[src/rtl/cordic_univ_mod.sv]
module cordic_univ_mod #(
  parameter int W     = 16,
  parameter int AW    = 16,
  parameter int GUARD = 2
) (
  input  logic                clk,
  input  logic                rst_n,
  input  logic                in_valid,
  input  logic [AW-1:0]       freq_inc,
  input  logic [AW-1:0]       phase_ofs,
  input  logic signed [W-1:0] x_in,
  input  logic signed [W-1:0] y_in,
  output logic                out_valid,
  output logic signed [W-1:0] cos_out,
  output logic signed [W-1:0] sin_out
);
  localparam int N  = 8;
  localparam int IW = W + GUARD;
  localparam int PW = W + 17;
  // inverse gain of eight iterations, Q0.15
  localparam logic signed [16:0] KINV = 17'sd19899;
  localparam logic [AW-1:0] QTR = AW'(1) << (AW-2);
  localparam logic signed [IW-1:0] HI = IW'((1 << (W-1)) - 1);
  localparam logic signed [IW-1:0] LO = ~HI;

  function automatic logic signed [AW-1:0] atan_step(input int i);
    int v;
    case (i)
      0: v = 8192;
      1: v = 4836;
      2: v = 2555;
      3: v = 1297;
      4: v = 651;
      5: v = 326;
      6: v = 163;
      default: v = 81;
    endcase
    return AW'((v * (1 << AW)) / 65536);
  endfunction

  function automatic logic signed [W-1:0] sat(input logic signed [IW-1:0] v);
    if (v > HI)      return {1'b0, {(W-1){1'b1}}};
    else if (v < LO) return {1'b1, {(W-1){1'b0}}};
    else             return v[W-1:0];
  endfunction

  logic [AW-1:0] phase_acc;
  logic [AW-1:0] phase_sum;
  logic signed [PW-1:0] px, py;
  logic signed [IW-1:0] sx, sy, a0, b0;
  logic signed [AW-1:0] z0;

  logic signed [IW-1:0] a_q [0:N];
  logic signed [IW-1:0] b_q [0:N];
  logic signed [AW-1:0] z_q [0:N];
  logic [N:0] v_q;

  always_ff @(posedge clk) begin
    if (!rst_n)        phase_acc <= '0;
    else if (in_valid) phase_acc <= phase_acc + freq_inc;
  end

  assign phase_sum = phase_acc + phase_ofs;
  assign px = PW'(x_in) * PW'(KINV);
  assign py = PW'(y_in) * PW'(KINV);
  assign sx = IW'(px >>> 15);
  assign sy = IW'(py >>> 15);

  always_comb begin
    case (phase_sum[AW-1:AW-2])
      2'b01: begin a0 = -sy; b0 = sx;  z0 = $signed(phase_sum - QTR); end
      2'b10: begin a0 = sy;  b0 = -sx; z0 = $signed(phase_sum + QTR); end
      default: begin a0 = sx; b0 = sy; z0 = $signed(phase_sum); end
    endcase
  end

  always_ff @(posedge clk) begin
    a_q[0] <= a0;
    b_q[0] <= b0;
    z_q[0] <= z0;
  end

  always_ff @(posedge clk) begin
    if (!rst_n) v_q <= '0;
    else        v_q <= {v_q[N-1:0], in_valid};
  end

  for (genvar i = 0; i < N; i++) begin : g_iter
    always_ff @(posedge clk) begin
      if (z_q[i][AW-1]) begin
        a_q[i+1] <= a_q[i] + (b_q[i] >>> i);
        b_q[i+1] <= b_q[i] - (a_q[i] >>> i);
        z_q[i+1] <= z_q[i] + atan_step(i);
      end else begin
        a_q[i+1] <= a_q[i] - (b_q[i] >>> i);
        b_q[i+1] <= b_q[i] + (a_q[i] >>> i);
        z_q[i+1] <= z_q[i] - atan_step(i);
      end
    end
  end

  assign out_valid = v_q[N];
  assign cos_out   = sat(a_q[N]);
  assign sin_out   = sat(b_q[N]);
endmodule

[config.mk]
export PLATFORM = sky130hd
export DESIGN_NAME = cordic_univ_mod
export DESIGN_NICKNAME = d
export VERILOG_FILES = /design/src/rtl/cordic_univ_mod.sv
export SDC_FILE = /design/constraint.sdc
export NUM_CORES = 2
export LEC_CHECK = 0
export ABC_CLOCK_PERIOD_IN_PS = 15450
export BUFFER_PORTS_ARGS = -buffer_cell sky130_fd_sc_hd__buf_2
export CAP_MARGIN = 0
export CELL_PAD_IN_SITES_DETAIL_PLACEMENT = 1
export CELL_PAD_IN_SITES_GLOBAL_PLACEMENT = 1
export CORE_ASPECT_RATIO = 1.1
export CORE_MARGIN = 10
export CORE_UTILIZATION = 54
export CTS_CLUSTER_DIAMETER = 200
export DETAILED_ROUTE_END_ITERATION = 6
export GPL_ROUTABILITY_DRIVEN = 0
export PLACE_DENSITY = 0.95
export RECOVER_POWER = 100
export REMOVE_ABC_BUFFERS = 1
export SETUP_SLACK_MARGIN = 0.1
export SYNTH_ARGS = -nofsm -noshare
export SYNTH_HDL_FRONTEND = slang
export SYNTH_SLANG_ARGS = --single-unit
[constraint.sdc]
create_clock -name clk -period 15.45 [get_ports clk]
set_input_delay 0.7725 -clock clk [delete_from_list [all_inputs] [get_ports clk]]
set_output_delay 0.7725 -clock clk [all_outputs]
set_load 0.03 [all_outputs]
## After elaboration in Yosys (flattened, before gate mapping)

Memories as Yosys holds them, arrays and structs flattened.
Index checks and enable logic that the tools add are counted.

- Add/sub/neg operators: 53
- Order comparisons: 4
- Mux-type cells: 55
- Equal/unequal tests: 2
- Multiply operators: 2
- Bitwise logic cells: 24

Operators by type and width:

| cell | count |
|---|---|
| 18-bit 2-to-1 mux | 16 |
| 16-bit 2-to-1 mux | 12 |
| 18-bit one-hot mux with 2 select lines | 2 |
| 16-bit by 16-bit multiplier with 32-bit output (second input constant) | 2 |
| 18-bit by 11-bit adder with 18-bit output | 2 |
| 18-bit by 12-bit adder with 18-bit output | 2 |
| 18-bit by 13-bit adder with 18-bit output | 2 |
| 18-bit by 14-bit adder with 18-bit output | 2 |
| 18-bit by 15-bit adder with 18-bit output | 2 |
| 18-bit by 16-bit adder with 18-bit output | 2 |
| 18-bit by 17-bit adder with 18-bit output | 2 |
| 18-bit by 16-bit greater-than comparator with 1-bit output (second input constant) | 2 |
| 18-bit by 16-bit < comparator with 1-bit output (second input constant) | 2 |
| 17-bit negation with 18-bit output | 2 |
| 18-bit by 11-bit subtractor with 18-bit output | 2 |
| 18-bit by 12-bit subtractor with 18-bit output | 2 |
| 18-bit by 13-bit subtractor with 18-bit output | 2 |
| 18-bit by 14-bit subtractor with 18-bit output | 2 |
| 18-bit by 15-bit subtractor with 18-bit output | 2 |
| 18-bit by 16-bit subtractor with 18-bit output | 2 |
| 18-bit by 17-bit subtractor with 18-bit output | 2 |
| 18-bit subtractor | 2 |
| 16-bit by 15-bit adder with 16-bit output (second input constant) | 2 |
| 16-bit adder | 2 |
| other kinds (21) | 68 |

- Word-level logic and storage cells: 145
- Flip-flop bits (word level): 25
- Output and inout bits: 33
- Memory bits (writable): 468
- Memories kept: 3

Memories:

| name | depth | bits a word | read ports | clocked after Yosys merged registers in | write ports | line | RTL |
|---|---|---|---|---|---|---|---|
| a_q | 9 | 18 | 9 | 0 | 9 | 53 | `logic signed [IW-1:0] a_q [0:N];` |
| b_q | 9 | 18 | 9 | 0 | 9 | 54 | `logic signed [IW-1:0] b_q [0:N];` |
| z_q | 9 | 16 | 8 | 0 | 9 | 55 | `logic signed [AW-1:0] z_q [0:N];` |

## Longest topological paths before layout

- Word-level depth: 3
- Mapped depth: 26
- Gate-level depth less buffers: 26

## Worst setup path before layout

Ideal clock, no wire load.

- Kind: input to register
- Start: in x_in[6]
- End: mem b_q[0][12] in the netlist's numbering
- Path buffers: 1
- Cell stages on the path: 26
- Setup time: 0.060 ns
- Arrival: 6.813 ns
- Path slack: 8.577 ns
- Data required time: 15.390 ns
- Path through: ha_1 -> inv_1 -> fa_1 -> inv_1 -> fa_1 -> inv_1 -> fa_1 -> inv_1 -> fa_1 -> inv_1 -> fa_1 -> inv_1 -> ha_1 -> a21oi_1 -> o21ai_0 -> or3_1 -> and3_1 -> or2_2 -> inv_1 -> ha_1 -> nand4bb_1 -> or4_1 -> clkbuf_1 -> o31a_1 -> or3_1 -> nand2_1

RTL lines:

| what | line | RTL |
|---|---|---|
| start, declared | 11 | `input logic signed [W-1:0] x_in,` |
| end, declared | 54 |  |

==> flow_summary.toml <==
[sta]
finalHoldViolCount = 0
fin_crit_sh_pct = 52.1
finalMaxSlewViolations = 285
worstMarginPinSlew_ns = 2.43
max_freq_mhz = 124
clock-skew-final_ns = 0.0436
setup_viol = 0
setup_tns_ns = 0
max_slew_margin_pct = -61.9
rsz0062_at_grt = "false"
fin_crit_ns = 8.04

[synth]
async_flop_share_pct = 0
synth_fa_ha_area_share_pct = 31.5
synth-xor-area-share_pct = 10.8
syn_inst = 5006
synthSimpleGateAreaFrac_pct = 13.1
seq_area_frac_synth_pct = 21.3
synth.distinct_cells = 79
ys_ff_latch = 461
synthFlopType = "dfxtp_1"
synthesis.area_um2 = 43400
ys_warn_count = 0
synth_edf_count = 0
synth_top_family_by_area = "adder cells"
synth_compound_area_share_pct = 15.3
synth_mux_area_share_pct = 1.20
synth_area_per_cell_um2 = 8.67

[clock_network]
post_cts_buffers = 0
clk_path_buf_depth = 3
cts_root_buffer = "clkbuf_16"
clkLatencyLatePin_ns = 0.64
cts_tree = "built"
cts_made_buffers = 51
cts_resized = 0
path_clk_slew_ns = 0.06
htree_levels = 2
postCtsHoldBufs = 0
cts_sinks = 461

[detailed_routing]
route.detailed.drc = 0
wl_um = 154000
drtIter0Drc = 2474
vias_per_cell = 6.31
antenna_left = 0
first_pass_iters = 6
vias = 38900
wl_per_cell_um = 24.9

[hold_path]
min_from = "z_q[0][1]"
hold_path.class = "reg2reg"

[worst_setup_path]
cp-start-kind = "input pin"
arrival_ns = 8.52
reg2reg_slack_ns = 8.89
startpoint = "x_in[7]"
timing.rr.start = "phase_acc[0]"
crit_fanout = 6
crit_required_ns = 15.92
crit_type = "in2reg"
end_kind = "flop"

[cells_and_area]
num-fill-cells = 9289
area_delta_synth_final_pct = 7.31
drive_above_1_share_pct = 3.89
final_nets = 6079

[floorplan]
io_pins = 100
die_w_um = 290
die_area_um2 = 92100
dieHeight_um = 317
num_rows = 108
coreArea_um2 = 79300
floorplan.initialDensity_pct = 54.7

[grt]
grt_use_total_pct = 32.5
met3_usage_pct = 5.75
grt.busiest_layer = "met2"
grt_pass1_wl_um = 243000
grtUsageMet1_pct = 30.4
antenna_found_initial = 5
grt_pass1_vias = 44700
use_met2_pct = 61.3
grt_max_degree = 61
grt-ovfl-total = 0

[run_status]
violations = "capacitance limit, slew limit"
outcome = "finished with violations"

[flow_run]
maxCapViolations = 7

[placed_design]
port_buffers = 99
hpwlAfterDp_um = 110000
[critical path, cell delays in order]
cell and delay, ns:
clkbuf_1 0.42, ha_1 0.40, inv_1 0.09, fa_1 0.52
inv_1 0.09, fa_1 0.61, fa_1 0.51, fa_1 0.53
inv_1 0.11, fa_1 0.62, inv_1 0.10, ha_1 0.35
and4_1 0.31, and3_1 0.21, a211oi_1 0.43, a21boi_0 0.24
or3_1 0.36, a21o_1 0.24, nor4_1 0.85, nor3b_1 0.41
nor2b_1 0.24, o31ai_1 0.10
[layout make-up]
type | count | area, µm² | area share (%)
multi-input combinational | 3757 | 31200 | 67.0
sequential | 461 | 9230 | 19.8
inverter | 696 | 2610 | 5.61
clock buffer | 68 | 1450 | 3.11
tap | 1045 | 1310 | 2.81
timing repair buffer | 111 | 507 | 1.09
clock inverter | 25 | 273 | 0.586
antenna | 3 | 7.51 | 0.0161
[registers in the layout, summed over array words and instances, names as in the netlist]
signal,count
v_q,9
b_q,161
a_q,162
phase_acc,16
z_q,113
[kinds of logic after synthesis]
| kind of cell | Yosys count |
|---|---|
| fa+ha+maj | 934 |
| mux | 50 |
| simple gates | 1200 |
| flops | 461 |
| buf+inv | 788 |
| compound gates | 1037 |
| xor+xnor | 536 |
[layout by cell type, fill, tap and decap left out, types with 158 or more instances in the layout]
cell type	instances
o21ai_0	185
a21oi_1	352
fa_1	265
ha_1	669
xnor2_1	377
xor2_1	158
nor2_1	472
dfxtp_1	461
inv_1	695
nand2_1	200
[layer usage]
metal | vias up | part of all wire (%)
met2 | 1731 | 52
li1 | 17100 | -
met3 | 919 | 4.9
met1 | 19200 | 34
met4 | 4 | 9.0
met5 | - | 0.017
[synth_stat cells, types with 19 or more instances]
cell type / count / area share, %
a211oi_1: 37 / 0.64
xnor2_1: 377 / 7.6
inv_1: 695 / 6.0
ha_1: 669 / 19
clkbuf_1: 71 / 0.61
or2_2: 19 / 0.27
a31oi_1: 27 / 0.39
nor2_1: 472 / 4.1
nor4_1: 25 / 0.36
nand2b_1: 31 / 0.45
a21boi_0: 32 / 0.55
nor2b_1: 71 / 1.0
or3_1: 40 / 0.58
dfxtp_1: 461 / 21
a22oi_1: 21 / 0.36
mux2i_1: 35 / 0.81
nor3_1: 156 / 1.8
nand3_1: 60 / 0.69
and2_1: 33 / 0.48
o21ai_0: 185 / 2.1
o211ai_1: 33 / 0.57
a21oi_1: 352 / 4.1
o21a_1: 36 / 0.62
o21bai_1: 67 / 1.2
xor2_1: 158 / 3.2
nand2_1: 200 / 1.7
a21o_1: 91 / 1.6
and3_1: 28 / 0.40
o41ai_1: 34 / 0.69
fa_1: 265 / 12
[path summary, 6_finish.rpt]
check | to | cells past startpoint
worst max-delay path | b_q[0][17] | 22
worst max register to register | b_q[0][16] | 18
worst min register to register | z_q[1][1] | 0
worst min-delay path | z_q[1][1] | 0
[metrics by stage]
stage	hold slack [ns]	cells	utilization, %	area [µm²]	setup WS (ns)
after floorplan	0.310	4914	-	43000	8.60
after global placement	0.313	6070	56.6	44900	7.81
after detailed placement	0.313	6070	56.6	44900	7.31
after CTS	0.326	6163	58.8	46700	7.90
after global routing	0.337	6164	58.7	46600	7.16
final	0.328	6166	58.7	46600	7.41
Power is not shown: default switching activity piles up to over one toggle a cycle in this logic, so the estimate is an artifact.
